[config.mk]
export PLATFORM = sky130hd
export DESIGN_NAME = raster_timing_core
export DESIGN_NICKNAME = d
export VERILOG_FILES = /design/src/rtl/raster_pkg.sv /design/src/rtl/rlc_edge_sync.sv /design/src/rtl/rlc_hcount.sv /design/src/rtl/rlc_vcount.sv /design/src/rtl/rlc_pulse_gen.sv /design/src/rtl/raster_timing_core.sv
export SDC_FILE = /design/constraint.sdc
export NUM_CORES = 1
export LEC_CHECK = 0
export BUFFER_PORTS_ARGS = -buffer_cell sky130_fd_sc_hd__buf_2
export CAP_MARGIN = 30
export CORE_MARGIN = 3
export CORE_UTILIZATION = 29
export CTS_BUF_LIST = sky130_fd_sc_hd__clkbuf_8
export DETAILED_ROUTE_END_ITERATION = 12
export GPL_ROUTABILITY_DRIVEN = 0
export PLACE_DENSITY_LB_ADDON = 0.12
export SLEW_MARGIN = 10
export SYNTH_ARGS = -nofsm -noshare
export SYNTH_HDL_FRONTEND = slang
export SYNTH_SLANG_ARGS = --single-unit
export TNS_END_PERCENT = 100
[constraint.sdc]
create_clock -name clk -period 5.21 [get_ports clk]
set_clock_uncertainty 0.15 [all_clocks]
set_input_delay 1.042 -clock clk [delete_from_list [all_inputs] [get_ports clk]]
set_output_delay 1.042 -clock clk [all_outputs]
set_load 0.005 [all_outputs]
[src/rtl/raster_pkg.sv]
package raster_pkg;

    localparam int HCNT_W     = 14;
    localparam int VCNT_W     = 13;
    localparam int PROG_LIMIT = 8191;
    localparam int SYNC_STAGES = 2;

    localparam logic [HCNT_W-1:0] H_MAX = {HCNT_W{1'b1}};

    typedef logic [HCNT_W-1:0] hcnt_t;
    typedef logic [VCNT_W-1:0] vcnt_t;

    typedef enum logic {
        MODE_MASTER = 1'b0,
        MODE_SLAVE  = 1'b1
    } mode_e;

    typedef struct packed {
        logic restart;
        logic hd_edge;
        logic vd_edge;
    } evt_t;

    function automatic hcnt_t h_step_sat(hcnt_t c);
        return (c == H_MAX) ? H_MAX : c + hcnt_t'(1);
    endfunction

endpackage

[src/rtl/rlc_edge_sync.sv]
module rlc_edge_sync #(
    parameter int STAGES = raster_pkg::SYNC_STAGES
) (
    input  logic clk,
    input  logic rst,
    input  logic din,
    output logic rise
);
    logic [STAGES:0] chain;

    always_ff @(posedge clk) begin
        if (rst) chain <= '0;
        else     chain <= {chain[STAGES-1:0], din};
    end

    assign rise = chain[STAGES-1] & ~chain[STAGES];
endmodule

[src/rtl/rlc_hcount.sv]
module rlc_hcount
    import raster_pkg::*;
(
    input  logic  clk,
    input  logic  rst,
    input  mode_e mode,
    input  evt_t  evt,
    input  hcnt_t line_last,
    output hcnt_t hcnt,
    output hcnt_t hnxt,
    output logic  line_adv
);
    always_comb begin
        line_adv = 1'b0;
        hnxt     = hcnt;
        if (mode == MODE_MASTER) begin
            if (evt.restart) begin
                hnxt = '0;
            end else if (hcnt >= line_last) begin
                hnxt     = '0;
                line_adv = 1'b1;
            end else begin
                hnxt = hcnt + hcnt_t'(1);
            end
        end else begin
            if (evt.hd_edge) begin
                hnxt     = '0;
                line_adv = 1'b1;
            end else begin
                hnxt = h_step_sat(hcnt);
            end
        end
    end

    always_ff @(posedge clk) begin
        if (rst) hcnt <= '0;
        else     hcnt <= hnxt;
    end
endmodule

[src/rtl/rlc_vcount.sv]
module rlc_vcount
    import raster_pkg::*;
(
    input  logic  clk,
    input  logic  rst,
    input  mode_e mode,
    input  evt_t  evt,
    input  logic  line_adv,
    input  vcnt_t field_last,
    output vcnt_t vcnt,
    output vcnt_t vnxt
);
    always_comb begin
        vnxt = vcnt;
        if (mode == MODE_MASTER) begin
            if (evt.restart)
                vnxt = '0;
            else if (line_adv)
                vnxt = (vcnt >= field_last) ? '0 : vcnt + vcnt_t'(1);
        end else begin
            if (evt.vd_edge)
                vnxt = '0;
            else if (line_adv)
                vnxt = vcnt + vcnt_t'(1);
        end
    end

    always_ff @(posedge clk) begin
        if (rst) vcnt <= '0;
        else     vcnt <= vnxt;
    end
endmodule

[src/rtl/rlc_pulse_gen.sv]
module rlc_pulse_gen
    import raster_pkg::*;
(
    input  logic  clk,
    input  logic  rst,
    input  mode_e mode,
    input  hcnt_t hnxt,
    input  vcnt_t vnxt,
    input  hcnt_t hd_width,
    input  vcnt_t vd_width,
    output logic  hd_out,
    output logic  vd_out
);
    always_ff @(posedge clk) begin
        if (rst) begin
            hd_out <= 1'b0;
            vd_out <= 1'b0;
        end else begin
            hd_out <= (mode == MODE_MASTER) && (hnxt < hd_width);
            vd_out <= (mode == MODE_MASTER) && (vnxt < vd_width);
        end
    end
endmodule

[src/rtl/raster_timing_core.sv]
module raster_timing_core
    import raster_pkg::*;
(
    input  logic        clk,
    input  logic        rst,
    input  logic        mode_slave,
    input  logic        sync_n,
    input  logic        hd_in,
    input  logic        vd_in,
    input  logic [13:0] cfg_line_last,
    input  logic [12:0] cfg_field_last,
    input  logic [13:0] cfg_hd_width,
    input  logic [12:0] cfg_vd_width,
    output logic        hd_out,
    output logic        vd_out,
    output logic [13:0] h_count,
    output logic [12:0] v_count,
    output logic        h_beyond
);
    mode_e mode;
    evt_t  evt;
    logic  hd_rise, vd_rise, line_adv;
    hcnt_t hcnt, hnxt;
    vcnt_t vcnt, vnxt;

    assign mode = mode_slave ? MODE_SLAVE : MODE_MASTER;

    rlc_edge_sync #(.STAGES(SYNC_STAGES)) i_hd_sync (
        .clk(clk), .rst(rst), .din(hd_in), .rise(hd_rise));
    rlc_edge_sync #(.STAGES(SYNC_STAGES)) i_vd_sync (
        .clk(clk), .rst(rst), .din(vd_in), .rise(vd_rise));

    always_comb begin
        evt.restart = (mode == MODE_MASTER) && !sync_n;
        evt.hd_edge = (mode == MODE_SLAVE) && hd_rise;
        evt.vd_edge = (mode == MODE_SLAVE) && vd_rise;
    end

    rlc_hcount i_hcount (
        .clk(clk), .rst(rst), .mode(mode), .evt(evt),
        .line_last(cfg_line_last), .hcnt(hcnt), .hnxt(hnxt),
        .line_adv(line_adv));

    rlc_vcount i_vcount (
        .clk(clk), .rst(rst), .mode(mode), .evt(evt),
        .line_adv(line_adv), .field_last(cfg_field_last),
        .vcnt(vcnt), .vnxt(vnxt));

    rlc_pulse_gen i_pulse (
        .clk(clk), .rst(rst), .mode(mode), .hnxt(hnxt), .vnxt(vnxt),
        .hd_width(cfg_hd_width), .vd_width(cfg_vd_width),
        .hd_out(hd_out), .vd_out(vd_out));

    assign h_count  = hcnt;
    assign v_count  = vcnt;
    assign h_beyond = hcnt > hcnt_t'(PROG_LIMIT);
endmodule

==> key figures <==
Status
  • Status: finished, final reports clean

Timing
  • Worst slew margin: 46.1%
  • Worst-margin pin slew: 0.803 ns
  • Final setup violation count: 0
  • RSZ-0062 raised after global routing: false
  • Final Cycle Share: 90.4%
  • Post-route setup TNS: 0 ns
  • Final Critical Period: 4.71 ns
  • Fin. Hold Viols: 0
  • Pins Over Slew Limit: 0
  • Final Worst Setup Slack: 0.502 ns
  • Peak Freq: 212 MHz

Route
  • Max Used Layer: met4
  • Drt pass-1 iters: 4
  • DR vias: 3,039
  • DR iter-0 viols: 107
  • # DRC: 0
  • Avg WL per Cell: 13.7 um
  • Wl on met1: 3.74 mm
  • Drt total wl: 8.51 mm
  • Drt via density: 4.90
  • Met3 wire len: 359 um
  • DRT antenna net count: 0
  • Met2 WL post-DR: 4.13 mm

Power
  • Leakage power: 1.97 nW
  • Pwr/cell area: 167 mW/mm^2
  • Max VDD drop: 0.000100 V

Floorplanning
  • Die ar.: 0.0120 sq mm
  • Die Height: 109 um
  • Placement row count: 37
  • Core ar.: 0.0104 sq mm
  • Die width: 109 um
  • Initial Utilization: 29.9%
  • IO Pins: 90

GRT
  • Vias in the first global route: 2,905
  • Global-route usage over all layers: 14.2%
  • Largest net degree at the start of global routing: 18
  • First-pass GRT wire length: 13.4 mm
  • Initial antenna violation count: 0
  • Gr ovfl total: 0

CTS
  • Post-cts resize count: 0
  • Clock Tree Buf Depth: 2
  • TritonCTS Buffers: 5
  • Worst-path clk slew: 0.08 ns
  • Root Driver: clkbuf_8
  • Post-CTS setup repair buffer count: 0
  • CTS H-tree depth: 2
  • TritonCTS clock tree: built
  • Worst-skew pair later-pin latency: 0.30 ns
  • CTS Hold Buffers Added: 0
  • Clock sinks: 35

Synthesis
  • Number of synthesized flops with an enable pin: 0
  • Synth Area per Inst: 7.89 sq um
  • Synth Flop Type: dfxtp_1
  • Syn Std Cell Area: 0.00310 sq mm
  • Ys Warns: 0
  • Sequential area share after synthesis: 22.6%
  • Mapped Cells: 393
  • Yosys reg bits: 35
  • Async set or reset register ratio after synthesis: 0%
  • Synth cell types: 41
  • Synth Net Count: 507

Layout
  • Synth-to-layout area growth: 23.5%
  • Ant diodes: 0
  • Layout Nets: 597
  • Final core utilization: 36.9%
  • Fillers: 1,149
  • Layout cell share with drive strength beyond 1: 23.8%

Run
  • Max Cap Viol: 0

Worst setup path
  • WP data arrival: 4.76 ns
  • Max FO, Critical Path: 12
  • WS Path Type: input pin to register
  • CP Capture Type: register
  • Crit path launch type: input pin
  • Required time worst endpoint: 5.26 ns

Place
  • Detail Placement HPWL: 7.09 mm
  • I/O Buffers: 89
  • Worst setup slack after placement: 0.216 ns

Worst hold path
  • Hold Path Class: register to register
==> cell usage after synthesis, drive strengths merged, types with 3 or more instances <==
| cell type | count | area share [%] |
|---|---|---|
| o31ai | 14 | 3.7 |
| o211ai | 4 | 0.97 |
| nand3 | 8 | 1.3 |
| or4 | 12 | 3.4 |
| nor2b | 14 | 2.8 |
| nor3 | 3 | 0.48 |
| buf | 4 | 0.85 |
| a21oi | 37 | 6.0 |
| nand4 | 12 | 2.4 |
| a21o | 11 | 2.7 |
| and3 | 6 | 1.2 |
| inv | 61 | 7.4 |
| nor2 | 25 | 3.0 |
| xnor2 | 7 | 2.0 |
| clkbuf | 8 | 0.97 |
| ha | 54 | 22 |
| dfxtp | 35 | 23 |
| nand2 | 15 | 1.8 |
| a211oi | 4 | 0.97 |
| a2111oi | 4 | 1.1 |
| xor2 | 4 | 1.1 |
| o21ai | 14 | 2.3 |
| and2 | 7 | 1.4 |
| o21a | 8 | 1.9 |
| and4 | 3 | 0.85 |
==> cell type report <==
| type | instances | area (sq um) | share of cell area, % |
|---|---|---|---|
| Tap cell | 136 | 170 | 4.44 |
| Multi-Input combinational cell | 285 | 2120 | 55.5 |
| Inverter | 61 | 229 | 5.98 |
| Clock buffer | 5 | 68.8 | 1.80 |
| Clock inverter | 3 | 46.3 | 1.21 |
| Timing Repair Buffer | 95 | 490 | 12.8 |
| Sequential cell | 35 | 701 | 18.3 |
==> sequential cells by signal, summed over array words and instances (netlist names) <==
register         flops
i_vcount.vcnt       13
i_pulse.vd_out       1
i_vd_sync.chain      3
i_pulse.hd_out       1
i_hd_sync.chain      3
i_hcount.hcnt       14
==> per-layer routing <==
layer | GRT usage [%] | vias to the layer above
met5 | 0 | -
met4 | 5.79 | 0
met3 | 2.11 | 18
met2 | 24.9 | 79
met1 | 17.2 | 1360
li1 | - | 1582
==> layout by cell type (no fill, tap or decap), types with 7 or more instances in the layout <==
master,netlist,final
buf_2,3,89
inv_1,61,61
ha_1,54,54
a21oi_1,37,37
dfxtp_1,35,35
nor2_1,25,25
nand2_1,15,15
nor2b_1,14,14
o21ai_0,14,13
nand4_1,12,12
o31ai_1,12,12
a21o_1,11,11
o21a_1,8,8
or4_1,8,8
nand3_1,8,8
and2_1,7,7
xnor2_1,7,7
==> critical path, cell delays in order <==
cell,delay (ns)
buf_2,0.07
inv_1,0.03
ha_1,0.30
nand4_1,0.17
or3_1,0.45
a311oi_2,0.36
nor4_4,0.09
buf_4,0.20
o31ai_2,0.40
a21oi_1,0.08
ha_1,0.30
a21o_1,0.16
a21o_1,0.16
a2111oi_0,0.47
o21a_1,0.21
nand3_1,0.07
o31ai_1,0.18
==> cell families after synthesis <==
kind of cell,share of synthesized area (%)
compound gates,23.0
simple gates,20.3
fa+ha+maj,21.8
flops,22.6
xor+xnor,3.11
buf+inv,9.20
==> through the flow <==
| stage | total power, mW | instance area (sq um) | hold WS, ns | cells |
|---|---|---|---|---|
| after detailed placement | 0.383 | 3710 | 0.281 | 611 |
| after floorplan | 0.339 | 3100 | 0.264 | 393 |
| after CTS | 0.645 | 3820 | 0.302 | 619 |
| after global placement | 0.382 | 3710 | 0.268 | 611 |
| after global routing | 0.672 | 3830 | 0.318 | 620 |
| final | 0.638 | 3830 | 0.293 | 620 |
==> report_power, final <==
part,switching (mW),internal [mW]
registers,0.00337,0.272
logic,0.0556,0.0459
clock network,0.117,0.144
==> final timing paths <==
check	startpoint	endpoint	slack [ns]	cells past startpoint
min	i_hd_sync.chain[0]$_SDFF_PP0_	i_hd_sync.chain[1]$_SDFF_PP0_	0.29	1
min reg2reg	i_hd_sync.chain[0]$_SDFF_PP0_	i_hd_sync.chain[1]$_SDFF_PP0_	0.29	1
max reg2reg	i_hcount.hcnt[13]$_SDFF_PP0_	i_pulse.vd_out$_SDFF_PP0_	0.94	15
max	cfg_line_last[13]	i_pulse.vd_out$_SDFF_PP0_	0.50	17
(Power assumes the default switching activity.)
